`config.mk`:
```
export PLATFORM = sky130hd
export DESIGN_NAME = memsel_decoder
export DESIGN_NICKNAME = d
export VERILOG_FILES = /design/src/rtl/memsel_pkg.sv /design/src/rtl/memsel_index.sv /design/src/rtl/memsel_onehot.sv /design/src/rtl/memsel_gate.sv /design/src/rtl/memsel_route.sv /design/src/rtl/memsel_wstrobe.sv /design/src/rtl/memsel_decoder.sv
export SDC_FILE = /design/constraint.sdc
export NUM_CORES = 1
export LEC_CHECK = 0
export BUFFER_PORTS_ARGS = -buffer_cell sky130_fd_sc_hd__clkbuf_2
export CAP_MARGIN = 20
export CORE_AREA = 2 2 39 41
export DETAILED_ROUTE_END_ITERATION = 16
export DIE_AREA = 0 0 41 43
export GPL_ROUTABILITY_DRIVEN = 0
export GPL_TIMING_DRIVEN = 0
export PLACE_DENSITY_LB_ADDON = 0.12
export SYNTH_ARGS = -nofsm -noshare
export SYNTH_HDL_FRONTEND = slang
export SYNTH_SLANG_ARGS = --single-unit
```
`constraint.sdc`:
```
create_clock -name vclk -period 1.5
set_input_delay 0.3 -clock vclk [all_inputs]
set_output_delay 0.3 -clock vclk [all_outputs]
set_load 0.01 [all_outputs]
```
`src/rtl/memsel_pkg.sv`:
```
package memsel_pkg;

   typedef enum logic [1:0] {
      WIN_8K     = 2'b00,
      WIN_16K    = 2'b01,
      WIN_32K    = 2'b10,
      WIN_32K_B  = 2'b11
   } win_mode_e;

   typedef struct packed {
      logic       used;
      logic [2:0] idx;
   } route_t;

   // How many low index lines are forced high for a given mode.
   function automatic logic [1:0] forced_lines(win_mode_e m);
      case (m)
         WIN_8K:  return 2'd0;
         WIN_16K: return 2'd1;
         default: return 2'd2;
      endcase
   endfunction

   // Which decode output reaches socket s in mode m.
   function automatic route_t route_of(int unsigned s, win_mode_e m);
      route_t r;
      r.used = 1'b1;
      r.idx  = 3'd7;
      case (s)
         0: begin
            case (m)
               WIN_8K:  r.idx = 3'd0;
               WIN_16K: r.idx = 3'd1;
               default: r.idx = 3'd3;
            endcase
         end
         1: begin
            case (m)
               WIN_8K:  r.idx = 3'd6;
               WIN_16K: r.idx = 3'd5;
               default: begin
                  r.used = 1'b0;
                  r.idx  = 3'd0;
               end
            endcase
         end
         default: r.idx = 3'd7;
      endcase
      return r;
   endfunction

endpackage

```
`src/rtl/memsel_index.sv`:
```
module memsel_index
   import memsel_pkg::*;
#(
   parameter int IDX_W = 3
) (
   input  logic [IDX_W-1:0] hi_addr,
   input  win_mode_e        mode,
   output logic [IDX_W-1:0] idx
);

   logic [1:0] n_forced;

   always_comb n_forced = forced_lines(mode);

   for (genvar j = 0; j < IDX_W; j++) begin : g_bit
      assign idx[j] = (int'(n_forced) <= j) ? hi_addr[j] : 1'b1;
   end

endmodule

```
`src/rtl/memsel_onehot.sv`:
```
module memsel_onehot #(
   parameter int IDX_W = 3,
   localparam int N_OUT = 1 << IDX_W
) (
   input  logic [IDX_W-1:0] idx,
   input  logic             en,
   output logic [N_OUT-1:0] dec_n
);

   for (genvar k = 0; k < N_OUT; k++) begin : g_out
      localparam logic [IDX_W-1:0] KV = IDX_W'(k);
      assign dec_n[k] = ~(en && (idx == KV));
   end

endmodule

```
`src/rtl/memsel_gate.sv`:
```
module memsel_gate #(
   parameter int              NOTCH_W       = 5,
   parameter logic [NOTCH_W-1:0] NOTCH_TAG  = 5'b10110,
   parameter bit              NOTCH_PRESENT = 1'b1
) (
   input  logic [NOTCH_W-1:0] tag_addr,
   input  logic               addr_vld,
   input  logic               ext_dis_n,
   input  logic               pf_rst_n,
   input  logic               notch_en,
   output logic               en
);

   logic in_notch;

   if (NOTCH_PRESENT) begin : g_notch
      assign in_notch = notch_en && (tag_addr == NOTCH_TAG);
   end else begin : g_no_notch
      logic notch_unused;
      assign notch_unused = notch_en ^ (^tag_addr);
      assign in_notch     = 1'b0;
   end

   // Reset and notch share the external-disable path.
   logic dis_path_n;
   assign dis_path_n = ext_dis_n && pf_rst_n && !in_notch;
   assign en         = addr_vld && dis_path_n;

endmodule

```
`src/rtl/memsel_route.sv`:
```
module memsel_route
   import memsel_pkg::*;
#(
   parameter int N_OUT  = 8,
   parameter int N_SOCK = 3
) (
   input  logic [N_OUT-1:0]  dec_n,
   input  win_mode_e         mode,
   output logic [N_SOCK-1:0] cs_n
);

   for (genvar s = 0; s < N_SOCK; s++) begin : g_sock
      route_t r;
      always_comb r = route_of(s, mode);
      assign cs_n[s] = r.used ? dec_n[r.idx] : 1'b1;
   end

endmodule

```
`src/rtl/memsel_wstrobe.sv`:
```
module memsel_wstrobe #(
   parameter int N_SOCK = 3
) (
   input  logic [N_SOCK-1:0] cs_n,
   input  logic              bus_e,
   input  logic              rd_wr_n,
   input  logic [N_SOCK-1:0] wr_prot,
   output logic [N_SOCK-1:0] we_n
);

   for (genvar s = 0; s < N_SOCK; s++) begin : g_we
      assign we_n[s] = ~(!cs_n[s] && bus_e && !rd_wr_n && !wr_prot[s]);
   end

endmodule

```
`src/rtl/memsel_decoder.sv`:
```
module memsel_decoder
   import memsel_pkg::*;
#(
   parameter int                 ADDR_W        = 16,
   parameter int                 IDX_W         = 3,
   parameter int                 N_SOCK        = 3,
   parameter int                 NOTCH_W       = 5,
   parameter logic [NOTCH_W-1:0] NOTCH_TAG     = 5'b10110,
   parameter bit                 NOTCH_PRESENT = 1'b1
) (
   input  logic [ADDR_W-1:0] addr,
   input  logic              bus_e,
   input  logic              addr_vld,
   input  logic              ext_dis_n,
   input  logic              pf_rst_n,
   input  logic [1:0]        win_mode,
   input  logic              notch_en,
   input  logic              rd_wr_n,
   input  logic [N_SOCK-1:0] wr_prot,
   output logic [N_SOCK-1:0] sock_cs_n,
   output logic [N_SOCK-1:0] sock_we_n
);

   localparam int N_OUT  = 1 << IDX_W;
   localparam int LOW_W  = ADDR_W - NOTCH_W;

   if (IDX_W != 3) begin : g_bad_idx
      $error("memsel_decoder: routing table assumes an eight-way decode");
   end
   if (N_SOCK != 3) begin : g_bad_sock
      $error("memsel_decoder: routing table covers three sockets");
   end
   if (NOTCH_W < IDX_W || LOW_W < 1) begin : g_bad_notch
      $error("memsel_decoder: notch width must lie between index width and address width");
   end

   win_mode_e             mode;
   logic [IDX_W-1:0]      idx;
   logic                  en;
   logic [N_OUT-1:0]      dec_n;
   logic                  addr_lo_unused;

   assign mode           = win_mode_e'(win_mode);
   assign addr_lo_unused = ^addr[LOW_W-1:0];

   memsel_index #(.IDX_W(IDX_W)) index_i (
      .hi_addr (addr[ADDR_W-1 -: IDX_W]),
      .mode    (mode),
      .idx     (idx)
   );

   memsel_gate #(
      .NOTCH_W       (NOTCH_W),
      .NOTCH_TAG     (NOTCH_TAG),
      .NOTCH_PRESENT (NOTCH_PRESENT)
   ) gate_i (
      .tag_addr  (addr[ADDR_W-1 -: NOTCH_W]),
      .addr_vld  (addr_vld),
      .ext_dis_n (ext_dis_n),
      .pf_rst_n  (pf_rst_n),
      .notch_en  (notch_en),
      .en        (en)
   );

   memsel_onehot #(.IDX_W(IDX_W)) onehot_i (
      .idx   (idx),
      .en    (en),
      .dec_n (dec_n)
   );

   memsel_route #(.N_OUT(N_OUT), .N_SOCK(N_SOCK)) route_i (
      .dec_n (dec_n),
      .mode  (mode),
      .cs_n  (sock_cs_n)
   );

   memsel_wstrobe #(.N_SOCK(N_SOCK)) wstrobe_i (
      .cs_n    (sock_cs_n),
      .bus_e   (bus_e),
      .rd_wr_n (rd_wr_n),
      .wr_prot (wr_prot),
      .we_n    (sock_we_n)
   );

endmodule

```
==> flow_metrics.env, run 1 <==
export IMPL_yosysUniqueCellTypes=15
export IMPL_crit_required_ns=1.20
export IMPL_synth_top_cells_by_area="or4_1 (12%), nor2_1 (9.0%), mux2i_1 (8.0%)"
export IMPL_die_w_um=41
export IMPL_drv_slew=0
export IMPL_p_sw_uw=19.8
export IMPL_share_seq_of_total_power_pct=0
export IMPL_grt_pass1_wl_um=793
export IMPL_setup_viol=3
export IMPL_vdd_drop_max_uv=43.3
export IMPL_final_cell_area_um2=292
export IMPL_synth_top_family_by_area="simple AND/OR/NAND/NOR gates"
export IMPL_nets=71
export IMPL_yosys_area_top_type_share_pct=12.0
export IMPL_rsz0062_at_grt="yes"
export IMPL_comb_power_share_pct=100.0
export IMPL_slew_headroom_pct=83.4
export IMPL_internal_power_uw=30.4
export IMPL_worstSetupStartpointType="input port"
export IMPL_port_buffers=22
export IMPL_max_stage_delay_ns=0.54
export IMPL_dieArea_um2=1760
export IMPL_drive_gt1_share_pct=57.1
export IMPL_gr_total_overflow=0
export IMPL_worst_slack_ns=-0.216
export IMPL_syn2layout_area_growth_pct=133
export IMPL_antenna_cells=0
export IMPL_worstHoldPathType="input port to output pin"
export IMPL_crit_type="input port to output pin"
export IMPL_switching_share_pct=39.4
export IMPL_synth_top_area_cell="or4_1"
export IMPL_drc=0
export IMPL_cts_hold_buffers=0
export IMPL_violations="negative setup slack"
export IMPL_cap_violations=0
export IMPL_synth_seq_area_share_pct=0
export IMPL_via_per_inst=4.05
export IMPL_grt_max_degree=6
export IMPL_leakage_nw=0.141
export IMPL_antenna_found_initial=0
export IMPL_min_from="wr_prot[2]"
export IMPL_postSynthAreaPerCell_um2=6.59
export IMPL_fp_dieH_um=43
export IMPL_synthSimpleGateAreaFrac_pct=58.0
export IMPL_placed_area_um2=259
export IMPL_first_pass_iters=3
export IMPL_startpoint="win_mode[1]"
export IMPL_yosys_warnings=0
export IMPL_fill_cells=163
export IMPL_synth_mux_area_share_pct=8.00
export IMPL_grt_total_usage_pct=5.99
export IMPL_slowest_stage="or4_4"
export IMPL_synthAdderAreaFrac_pct=0
export IMPL_post_route_util_pct=21.1
export IMPL_syn_area_um2=125
export IMPL_period_share_pct=114
export IMPL_post_place_ws_ns=-0.270
export IMPL_status="finished with violations"
export IMPL_num_vias=235
export IMPL_crit_arrival_ns=1.42
export IMPL_nFlopsAndLatches=0
export IMPL_wl_um=512
export IMPL_core_area_um2=1380
export IMPL_syn_instance_count=19
export IMPL_yosysMostFrequentCell="nor2_1"
export IMPL_synth_xor_area_share_pct=0
export IMPL_crit_chain="clkbuf_8 > or3b_1 > or4_4 > buf_6"
export IMPL_synth_compound_area_share_pct=31.0
export IMPL_io_pins=33
export IMPL_pwr_density_cell_nw_per_um2=172
export IMPL_clockPowerShare_pct=0
export IMPL_ant_nets=0
export IMPL_worst_pin_slew_ns=0.245
export IMPL_syn_nets=46
export IMPL_fmax_ghz=0.583
export IMPL_drt_iter0_markers=2
export IMPL_hpwl_um=469
export IMPL_fp_row_count=14
export IMPL_p_total_uw=50.2
export IMPL_register_area_um2=0
export IMPL_tns_ns=-0.564
export IMPL_hold_viol_final=0
export IMPL_crit_path_max_fanout=2
export IMPL_fin_crit_ns=1.72
export IMPL_clock_buffers=0
export IMPL_grt_pass1_vias=211
export IMPL_cp_end_kind="output pin"
export IMPL_wl_per_cell_um=8.83
export IMPL_start_util_pct=9.04
export IMPL_yosys_top_cells_count="nor2_1 (3), o21ai_0 (2), or4_1 (2)"
==> logic make-up (layout without fill, tap and decap cells) <==
family,count (synthesis),in the layout
AO/OA/AOI/OAI,6,6
buffers and inverters,1,24
multiplexers,1,1
AND/OR/NAND/NOR,11,11
==> critical path: cells and delay by family <==
kind                   cells  cell delay, ns
AND/OR/NAND/NOR            2            0.88
buffers and inverters      2            0.25
==> final timing paths <==
path | endpoint | cells past startpoint | slack (ns)
setup / recovery | sock_we_n[1] | 4 | -0.22
hold / removal | sock_we_n[2] | 3 | 0.89
==> stage by stage <==
step	std cells	hold WS, ns
2_1_floorplan	19	0.726
3_3_place_gp	57	0.884
3_5_place_dp	57	0.883
4_1_cts	58	0.889
5_1_grt	58	0.909
6_report	58	0.885
==> power by group through the flow <==
stage / logic [mW] / registers (mW) / clock network (mW)
after floorplan: 0.0153 / 0 / 0
after global placement: 0.0453 / 0 / 0
after detailed placement: 0.0444 / 0 / 0
after CTS: 0.0505 / 0 / 0
after global routing: 0.0565 / 0 / 0
final: 0.0502 / 0 / 0
==> area by class of cell <==
class / instances / area (um2) / area share [%]
Tap cell: 16 / 20.0 / 6.87
Inverter: 1 / 3.75 / 1.29
Multi-Input combinational cell: 18 / 125 / 42.9
Timing Repair Buffer: 23 / 143 / 48.9
==> layout by cell type (no fill, tap or decap), drive strengths merged <==
cell	n
buf	3
inv	1
a21oi	1
clkbuf	20
nor2	3
or4b	1
o211ai	1
o21ai	2
nand2b	1
or2	1
mux2i	1
o21a	1
nand3	1
or3b	1
nor4bb	1
or4	2
a31o	1
==> routing by layer <==
metal / vias up / global-route usage [%] / share of wire [%]
li1: 121 / - / -
met1: 98 / 9.81 / 46
met2: 16 / 8.75 / 36
met3: 0 / 0.524 / 17
met4: 0 / 0 / 0
met5: - / 0 / 0
==> repair_timing <==
item,4_1_cts,5_1_grt
hold endpoints to repair,0,0
setup endpoints to repair,4,4
setup buffers,1,0
pin swaps,3,0
resized for setup,2,3
(Power assumes the default switching activity.)
==> run 2, diff against run 1 <==
- ABC_AREA: not set -> 1
==> flow_metrics.env, run 2 <==
export IMPL_status="completed"
export IMPL_clock_buffers=0
export IMPL_comb_power_share_pct=100.0
export IMPL_final_cell_mix="clkbuf_2 (22), nand2_1 (10), nor2_1 (8)"
export IMPL_antenna_cells=0
export IMPL_grt_pass1_wl_um=800
export IMPL_switching_share_pct=51.7
export IMPL_syn2layout_area_growth_pct=88.1
export IMPL_syn_instance_count=35
export IMPL_path_buf_inv=2
export IMPL_period_share_pct=84.8
export IMPL_nets=86
export IMPL_drc=0
export IMPL_synth_top_cells_by_area="nand2_1 (25%), nand3_1 (20%), nor2_1 (20%)"
export IMPL_vdd_drop_max_uv=34.4
export IMPL_wl_per_cell_um=7.15
export IMPL_post_cts_buffers=0
export IMPL_share_seq_of_total_power_pct=0
export IMPL_multi_input_area_um2=121
export IMPL_dieArea_um2=1760
export IMPL_io_pins=33
export IMPL_worstHoldPathType="input port to output pin"
export IMPL_cts_repair_resized=0
export IMPL_drive_gt1_share_pct=40.4
export IMPL_cts_hold_buffers=0
export IMPL_yosysUniqueCellTypes=8
export IMPL_final_cell_count_no_fill=73
export IMPL_rsz0062_at_grt="no"
export IMPL_worst_pin_slew_ns=0.180
export IMPL_p_sw_uw=25.4
export IMPL_yosys_top_cells_count="nand2_1 (10), nor2_1 (8), inv_1 (7)"
export IMPL_gr_total_overflow=0
export IMPL_via_per_inst=3.60
export IMPL_hold_ws_ns=0.895
export IMPL_whs_path_depth=4
export IMPL_synth_top_area_cell="nand2_1"
export IMPL_core_area_um2=1380
export IMPL_clockPowerShare_pct=0
export IMPL_pwr_density_cell_nw_per_um2=177
export IMPL_first_pass_iters=4
export IMPL_grt_pass1_vias=213
export IMPL_cp_end_kind="output pin"
export IMPL_synth_seq_area_share_pct=0
export IMPL_syn_area_um2=148
export IMPL_post_place_ws_ns=0.218
export IMPL_hpwl_um=495
export IMPL_die_w_um=41
export IMPL_yosys_area_top_type_share_pct=25.4
export IMPL_dp_cells=73
export IMPL_ant_nets=0
export IMPL_register_area_um2=0
export IMPL_crit_chain="clkbuf_2 > nor2_1 > nand3_1 > o21ai_1 > nand3_1 > clkbuf_2"
export IMPL_hold_viol_final=0
export IMPL_slew_headroom_pct=88.0
export IMPL_fill_cells=179
export IMPL_crit_required_ns=1.20
export IMPL_wl_um=522
export IMPL_leakage_nw=0.170
export IMPL_crit_path_max_fanout=4
export IMPL_postSynthAreaPerCell_um2=4.22
export IMPL_fmax_ghz=0.786
export IMPL_syn_nets=62
export IMPL_worstSetupStartpointType="input port"
export IMPL_post_route_util_pct=20.1
export IMPL_p_total_uw=49.1
export IMPL_tns_ns=0
export IMPL_yosys_warnings=0
export IMPL_max_stage_delay_ns=0.14
export IMPL_fp_dieH_um=43
export IMPL_cap_violations=0
export IMPL_crit_type="input port to output pin"
export IMPL_crit_family="simple AND/OR/NAND/NOR gates"
export IMPL_final_cell_area_um2=278
export IMPL_num_vias=263
export IMPL_crit_arrival_ns=0.97
export IMPL_grt_total_usage_pct=5.99
export IMPL_slowest_stage="nor2_1"
export IMPL_port_buffers=22
export IMPL_drt_iter0_markers=4
export IMPL_setup_viol=0
export IMPL_placed_area_um2=278
export IMPL_internal_power_uw=23.7
export IMPL_drv_slew=0
export IMPL_nFlopsAndLatches=0
export IMPL_start_util_pct=10.7
export IMPL_worst_slack_ns=0.228
export IMPL_antenna_found_initial=0
export IMPL_fp_row_count=14
export IMPL_yosysMostFrequentCell="nand2_1"
export IMPL_crit_cells=6
export IMPL_grt_max_degree=6
export IMPL_mostFrequentLayoutCell="clkbuf_2"
export IMPL_fin_crit_ns=1.27
==> run 2: logic make-up (layout without fill, tap and decap cells) <==
| family | after synthesis | in the layout | synth area share [%] |
|---|---|---|---|
| and+or+nand+nor | 24 | 24 | 66.1 |
| buffers and inverters | 7 | 29 | 17.8 |
| AOI/OAI and AO/OA | 4 | 4 | 16.1 |
==> run 2: cell type report <==
type | instances | area share (%)
Tap cell | 16 | 7.21
Inverter | 7 | 9.46
Timing Repair Buffer | 22 | 39.6
Multi-Input combinational cell | 28 | 43.7
==> run 2: power groups by stage <==
stage                     Combinational [mW]  Clock, mW  Sequential, mW
final                                 0.0491          0               0
after global routing                  0.0574          0               0
after CTS                             0.0501          0               0
after detailed placement              0.0500          0               0
after global placement                0.0500          0               0
after floorplan                       0.0207          0               0
==> run 2: final timing paths <==
| check | from | to | slack, ns |
|---|---|---|---|
| worst min-delay path | wr_prot[1] | sock_we_n[1] | 0.89 |
| worst max-delay path | win_mode[1] | sock_we_n[1] | 0.23 |
==> run 2: per-layer routing <==
layer / track usage, % / part of all wire (%)
met2: 8.75 / 40
met4: 0 / 0
met1: 10.1 / 49
met5: 0 / 0
met3: 0 / 11
